## config.mk

```make
export PLATFORM = sky130hd
export DESIGN_NAME = tx_fifo_trig
export DESIGN_NICKNAME = d
export VERILOG_FILES = /design/src/rtl/tfifo_pkg.sv /design/src/rtl/tfifo_ctl_reg.sv /design/src/rtl/tfifo_store.sv /design/src/rtl/tfifo_occ_fsm.sv /design/src/rtl/tx_fifo_trig.sv
export SDC_FILE = /design/constraint.sdc
export NUM_CORES = 1
export LEC_CHECK = 0
export BUFFER_PORTS_ARGS = -buffer_cell sky130_fd_sc_hd__buf_2
export CORE_MARGIN = 2
export CORE_UTILIZATION = 30
export DETAILED_ROUTE_END_ITERATION = 12
export SYNTH_ARGS = -nofsm -noshare
export SYNTH_HDL_FRONTEND = slang
export SYNTH_SLANG_ARGS = --single-unit
```

## constraint.sdc

```tcl
create_clock -name clk -period 2.25 [get_ports clk]
set_clock_uncertainty 0.15 [all_clocks]
set_input_delay 0.675 -clock clk [delete_from_list [all_inputs] [get_ports clk]]
set_output_delay 0.675 -clock clk [all_outputs]
set_load 0.01 [all_outputs]
```

## src/rtl/tfifo_pkg.sv

```systemverilog
`timescale 1ns/1ps
package tfifo_pkg;
    localparam int CTL_W   = 32;
    localparam int LVL_W   = 5;
    localparam int CLR_BIT = 16;
    localparam int FRZ_BIT = 17;

    typedef enum logic [1:0] {
        OCC_EMPTY   = 2'd0,
        OCC_PARTIAL = 2'd1,
        OCC_FULL    = 2'd2
    } occ_state_e;

    typedef struct packed {
        logic             hold;
        logic             flush;
        logic [LVL_W-1:0] level;
    } ctl_t;
endpackage

```

## src/rtl/tfifo_ctl_reg.sv

```systemverilog
`timescale 1ns/1ps
module tfifo_ctl_reg
    import tfifo_pkg::*;
(
    input  logic             clk,
    input  logic             rst_n,
    input  logic             we,
    input  logic [CTL_W-1:0] wdata,
    output ctl_t             ctl,
    output logic [CTL_W-1:0] rdata
);
    logic unused_rsvd;
    assign unused_rsvd = ^{wdata[CTL_W-1:FRZ_BIT+1], wdata[CLR_BIT-1:LVL_W]};

    always_ff @(posedge clk or negedge rst_n) begin
        if (!rst_n) begin
            ctl <= '0;
        end else if (we) begin
            ctl.level <= wdata[LVL_W-1:0];
            ctl.flush <= wdata[CLR_BIT];
            ctl.hold  <= wdata[FRZ_BIT];
        end
    end

    always_comb begin
        rdata              = '0;
        rdata[LVL_W-1:0]   = ctl.level;
        rdata[CLR_BIT]     = ctl.flush;
        rdata[FRZ_BIT]     = ctl.hold;
    end
endmodule

```

## src/rtl/tfifo_store.sv

```systemverilog
`timescale 1ns/1ps
module tfifo_store #(
    parameter int DEPTH  = 16,
    parameter int DATA_W = 8,
    localparam int PTR_W = $clog2(DEPTH)
) (
    input  logic              clk,
    input  logic              rst_n,
    input  logic              flush,
    input  logic              do_push,
    input  logic              do_pop,
    input  logic [DATA_W-1:0] wr_data,
    output logic [DATA_W-1:0] head
);
    logic [DATA_W-1:0] mem [DEPTH];
    logic [PTR_W-1:0]  wr_ptr, rd_ptr;
    logic [PTR_W-1:0]  wr_nxt, rd_nxt;

    generate
        if ((DEPTH & (DEPTH - 1)) == 0) begin : g_pow2
            assign wr_nxt = wr_ptr + 1'b1;
            assign rd_nxt = rd_ptr + 1'b1;
        end else begin : g_wrap
            assign wr_nxt = (wr_ptr == PTR_W'(DEPTH - 1)) ? '0 : wr_ptr + 1'b1;
            assign rd_nxt = (rd_ptr == PTR_W'(DEPTH - 1)) ? '0 : rd_ptr + 1'b1;
        end
    endgenerate

    always_ff @(posedge clk or negedge rst_n) begin
        if (!rst_n) begin
            wr_ptr <= '0;
            rd_ptr <= '0;
        end else if (flush) begin
            wr_ptr <= '0;
            rd_ptr <= '0;
        end else begin
            if (do_push) wr_ptr <= wr_nxt;
            if (do_pop)  rd_ptr <= rd_nxt;
        end
    end

    always_ff @(posedge clk) begin
        if (do_push) mem[wr_ptr] <= wr_data;
    end

    assign head = mem[rd_ptr];
endmodule

```

## src/rtl/tfifo_occ_fsm.sv

```systemverilog
`timescale 1ns/1ps
module tfifo_occ_fsm
    import tfifo_pkg::*;
#(
    parameter int DEPTH  = 16,
    localparam int CNT_W = $clog2(DEPTH + 1)
) (
    input  logic             clk,
    input  logic             rst_n,
    input  logic             flush,
    input  logic             hold,
    input  logic             wr_req,
    input  logic             rd_req,
    output logic             do_push,
    output logic             do_pop,
    output logic [CNT_W-1:0] count,
    output logic             full,
    output logic             empty,
    output logic             overflow,
    output logic             underflow
);
    occ_state_e state, state_nxt;

    always_ff @(posedge clk or negedge rst_n) begin
        if (!rst_n) state <= OCC_EMPTY;
        else        state <= state_nxt;
    end

    always_comb begin
        state_nxt = state;
        if (flush) begin
            state_nxt = OCC_EMPTY;
        end else begin
            unique case (state)
                OCC_EMPTY: begin
                    if (do_push) state_nxt = OCC_PARTIAL;
                end
                OCC_PARTIAL: begin
                    if (do_push && !do_pop && count == CNT_W'(DEPTH - 1))
                        state_nxt = OCC_FULL;
                    else if (do_pop && !do_push && count == CNT_W'(1))
                        state_nxt = OCC_EMPTY;
                end
                OCC_FULL: begin
                    if (do_pop) state_nxt = OCC_PARTIAL;
                end
                default: state_nxt = OCC_EMPTY;
            endcase
        end
    end

    always_comb begin
        full    = (state == OCC_FULL);
        empty   = (state == OCC_EMPTY);
        do_push = wr_req && !full && !flush;
        do_pop  = rd_req && !empty && !hold && !flush;
    end

    always_ff @(posedge clk or negedge rst_n) begin
        if (!rst_n) begin
            count     <= '0;
            overflow  <= 1'b0;
            underflow <= 1'b0;
        end else if (flush) begin
            count     <= '0;
            overflow  <= 1'b0;
            underflow <= 1'b0;
        end else begin
            if (do_push && !do_pop)      count <= count + 1'b1;
            else if (do_pop && !do_push) count <= count - 1'b1;
            if (wr_req && full)  overflow  <= 1'b1;
            if (rd_req && empty) underflow <= 1'b1;
        end
    end
endmodule

```

## src/rtl/tx_fifo_trig.sv

```systemverilog
`timescale 1ns/1ps
module tx_fifo_trig
    import tfifo_pkg::*;
#(
    parameter int DEPTH  = 16,
    parameter int DATA_W = 8,
    localparam int CNT_W = $clog2(DEPTH + 1)
) (
    input  logic              clk,
    input  logic              rst_n,
    input  logic              ctl_we,
    input  logic [31:0]       ctl_wdata,
    output logic [31:0]       ctl_rdata,
    input  logic              wr_en,
    input  logic [DATA_W-1:0] wr_data,
    input  logic              rd_en,
    output logic [DATA_W-1:0] rd_data,
    output logic              trig,
    output logic [CNT_W-1:0]  count,
    output logic              full,
    output logic              empty,
    output logic              overflow,
    output logic              underflow
);
    ctl_t              ctl;
    logic              do_push, do_pop;
    logic [DATA_W-1:0] head;

    tfifo_ctl_reg u_ctl (
        .clk   (clk),
        .rst_n (rst_n),
        .we    (ctl_we),
        .wdata (ctl_wdata),
        .ctl   (ctl),
        .rdata (ctl_rdata)
    );

    tfifo_occ_fsm #(.DEPTH(DEPTH)) u_occ (
        .clk       (clk),
        .rst_n     (rst_n),
        .flush     (ctl.flush),
        .hold      (ctl.hold),
        .wr_req    (wr_en),
        .rd_req    (rd_en),
        .do_push   (do_push),
        .do_pop    (do_pop),
        .count     (count),
        .full      (full),
        .empty     (empty),
        .overflow  (overflow),
        .underflow (underflow)
    );

    tfifo_store #(.DEPTH(DEPTH), .DATA_W(DATA_W)) u_store (
        .clk     (clk),
        .rst_n   (rst_n),
        .flush   (ctl.flush),
        .do_push (do_push),
        .do_pop  (do_pop),
        .wr_data (wr_data),
        .head    (head)
    );

    assign rd_data = empty ? '0 : head;
    assign trig    = (32'(count) < 32'(ctl.level));
endmodule

```

==> metrics list <==
* Result of the run: complete, but fails checks
- Violated checks: negative setup slack
* Vias per Instance: 4.64
* Filler-free cell count of the finished design: 848
- After layout, the design draws a total of 6.78 mW.
- Top-Level Pins: 95
- The floorplan step defined a die boundary enclosing 23800 um2.
- Mapped Avg Cell Area: 15.0 um2
* Main synth FF type: sky130_fd_sc_hd__edfxtp_1
- 1st-pass router iterations: 5
- Core outline area: 22000 um2
* Number of input and output port buffers inserted: 44
- STA classifies the critical path startpoint as a register.
- Leftover overflow at the end of global routing: 0
- ANT cells: 0
- Traced cell by cell, the critical path runs through buf_12 -> mux4_2 -> o211ai_1 -> nand2_1 -> buf_2.
- After detailed routing, the number of remaining DRC violations is 0.
* Violation count after the first detailed-routing iteration: 235
- The initial antenna violation count is 0.
* TritonCTS buffer count: 17
- Areal power density over the cells: 796 nW/um2
- Final Slew Violations: 0
* Worst IR drop on VDD: 0.491 mV
- For the worst setup path, the data arrival time is 2.04 ns.
- Once detailed placement completed, the half-perimeter wirelength came to 9640 um.
- Cell with the biggest individual delay on the critical path: sky130_fd_sc_hd__mux4_2
- For this run, asynchronously set or reset flops after synthesis account for 0.158.
- During synthesis, Yosys emitted a total of 0 warnings.
- The netlist uses 50 different library cells.
- Overall die height: 154 um
* Via count of the first global-routing pass: 4058
- Number of nets in the layout: 613
- Maximum number of pins on one net before global-route repair: 25
* Period utilisation layout: 1.28
- In this run the worst hold path is classified as in -> async.
- Chip width: 154 um
- Clock Path Buffers: 2
- Of the synthesized area, sequential elements account for 0.657.
- For this block, the via count after detailed routing is 3932.
* Achievable Freq: 0.349 GHz
- For this configuration, the core starts out at a cell density of 0.308.
* RePlAce Congestion: 0.796
- After synthesis the netlist holds a flip-flop and latch count of 152.
- Design Area, Final: 8510 um2
- Setup violations remaining at the end of the flow were counted as 9.
- The count of endpoints failing hold in the final timing report is 0.
- Standard cell area after detailed placement: 7750 um2
- The synthesized design contains 128 enable-type register cells.
- Setup repair after global routing missed its margin: yes
* TritonCTS clock tree: done
- For the worst setup path, the data required time is 1.42 ns.
* Setup TNS: -4.98 ns
- Min cycle time layout: 2.87 ns
* Clock-pin slew of the registers on the worst-case setup and hold paths: 0.07 ns
- In this design, the stage delay of the slowest critical-path cell is 0.50 ns.
* Share of cells above drive strength 1: 0.306
* Smallest setup slack after layout: -0.619 ns
* Leakage power: 3.15 nW
- Number of clock sinks: 152
- Synthesis produced a netlist whose cell count is 450.
- Level count of the clock H-tree: 4
- Layout Area Growth over Synthesis: 25.8%
- The cell family contributing the most delay on the critical path is multiplexers.
- Num rows: 54
- Top fanout value on the critical path: 14
* Tightest slew margin relative to the limit: 0.633
- After clock tree synthesis, the flow added hold-fix buffers numbering 0.
* Residual antenna-violating net count after detailed routing: 0
- Number of placed cells counting well taps: 807
- Maximum Capacitance Violations: 0
* Cell area after synthesis: 6770 um2
- First-pass GRT wire length: 22000 um
- CTS root buffer: sky130_fd_sc_hd__clkbuf_16
* Wire length reported by the detailed router: 14100 um
* Total global-route track usage: 0.122
- Worst setup EP type: output port
* Worst Path Class, Setup: reg -> out
* Crit path buf inv count: 2
- Transition time at the pin with the least slew margin: 0.550 ns
- Clock latency on the worst-skew pair: 0.42 ns
- Wire length per cell: 16.6 um
-- routing by layer --
metal / up-vias / track usage / share of wire
li1: 1853 / - / -
met1: 1921 / 0.157 / 0.45
met2: 145 / 0.196 / 0.48
met3: 13 / 0.0378 / 0.059
met4: 0 / 0.0436 / 0.016
met5: - / 0 / 0
-- sequential cells by signal (all words and copies together), names as in the netlist --
signal and flops:
u_store.rd_ptr 4, u_occ.state 2, u_occ.overflow 1, u_occ.count 5, u_ctl.ctl 7, u_occ.underflow 1, u_store.wr_ptr 4, u_store.mem 128
-- final timing paths --
| path | start | endpoint | slack (ns) | depth (start not counted) |
|---|---|---|---|---|
| hold / removal | rst_n | u_occ.count[2] | 0.08 | 1 |
| min in group clk | ctl_wdata[2] | u_ctl.ctl[2] | 0.31 | 3 |
| setup / recovery | u_store.rd_ptr[0] | rd_data[2] | -0.62 | 5 |
| hold reg to reg | u_occ.overflow | u_occ.overflow | 0.35 | 2 |
| setup reg to reg | u_occ.state[1] | u_store.mem[8][5] | 0.21 | 7 |
| max in group asynchronous | rst_n | u_store.rd_ptr[0] | 1.45 | 1 |
-- synth_stat cells, types with 4 or more instances --
library cell	instances	area share
sky130_fd_sc_hd__dfrtp_1	24	0.089
sky130_fd_sc_hd__a22oi_1	26	0.029
sky130_fd_sc_hd__xor2_1	4	0.0052
sky130_fd_sc_hd__buf_4	31	0.034
sky130_fd_sc_hd__nor2_1	15	0.0083
sky130_fd_sc_hd__nand2_1	15	0.0083
sky130_fd_sc_hd__mux4_2	5	0.017
sky130_fd_sc_hd__o21ai_0	9	0.0067
sky130_fd_sc_hd__mux2i_1	55	0.081
sky130_fd_sc_hd__nand3_1	13	0.0096
sky130_fd_sc_hd__buf_6	7	0.012
sky130_fd_sc_hd__inv_1	11	0.0061
sky130_fd_sc_hd__nand2b_1	6	0.0055
sky130_fd_sc_hd__and2_1	17	0.016
sky130_fd_sc_hd__a21oi_1	11	0.0081
sky130_fd_sc_hd__buf_2	6	0.0044
sky130_fd_sc_hd__edfxtp_1	128	0.57
sky130_fd_sc_hd__ha_1	13	0.024
sky130_fd_sc_hd__clkbuf_1	4	0.0022
sky130_fd_sc_hd__nor2b_1	6	0.0055
-- what timing repair did --
item                                    in CTS  in global routing
gates resized for setup                     17                 10
buffers inserted                             4                  7
hold endpoints to repair                     0                  0
pin swaps                                    7                  8
endpoints found under the setup margin      11                 11
-- worst reg2reg max path, cell delays in order, from the launching register on --
cell,delay [ns]
sky130_fd_sc_hd__dfrtp_1,0.38
sky130_fd_sc_hd__buf_4,0.15
sky130_fd_sc_hd__nand2b_4,0.09
sky130_fd_sc_hd__buf_4,0.15
sky130_fd_sc_hd__nand2_1,0.11
sky130_fd_sc_hd__nor4b_2,0.35
sky130_fd_sc_hd__and2_1,0.23
sky130_fd_sc_hd__buf_12,0.15
-- report_power, final --
part           switching (mW)  leakage, nW  internal, mW  total, mW
Sequential             0.0456         1.47          3.12       3.16
Clock                    1.15        0.296          1.76       2.90
Combinational           0.379         1.39         0.334      0.714
Total                    1.57         3.15          5.21       6.78
-- area by class of cell --
cell class | count | area [um2]
clock buffer | 18 | 429
multi-input combinational | 262 | 2070
timing repair buffer | 110 | 990
sequential | 152 | 4450
clock inverter | 14 | 171
inverter | 12 | 55.1
fill | 2024 | 13400
tap | 280 | 350
-- through the flow --
step / utilization / hold slack (ns) / setup WS [ns]
detailed placement: 0.353 / 0.341 / -0.299
finish: 0.388 / 0.0830 / -0.619
floorplan: - / 0.229 / 0.0241
global placement: 0.353 / 0.338 / -0.237
CTS: 0.384 / 0.0953 / -0.671
global route: 0.388 / 0.109 / -0.719
-- cell families after synthesis --
logic type,after synthesis,synth area share
fa+ha+maj,13,0.0240
buf+inv,60,0.0605
other cells,1,0.000554
simple gates,89,0.0728
mux,65,0.107
flops,152,0.657
compound gates,63,0.0669
xor+xnor,7,0.0111
-- layout by cell type (no fill, tap or decap), types with 9 or more instances in the layout --
cell type and n:
sky130_fd_sc_hd__and2_1 16, sky130_fd_sc_hd__nor2_1 15, sky130_fd_sc_hd__buf_2 42, sky130_fd_sc_hd__buf_12 20
sky130_fd_sc_hd__a21oi_1 10, sky130_fd_sc_hd__ha_1 12, sky130_fd_sc_hd__mux2i_1 55, sky130_fd_sc_hd__a22oi_1 25
sky130_fd_sc_hd__buf_4 43, sky130_fd_sc_hd__edfxtp_1 128, sky130_fd_sc_hd__inv_1 9, sky130_fd_sc_hd__clkbuf_16 17
sky130_fd_sc_hd__dfrtp_1 23, sky130_fd_sc_hd__nand3_1 11, sky130_fd_sc_hd__nand2_1 15, sky130_fd_sc_hd__conb_1 25
No activity file was read; power rests on OpenSTA's default activity.
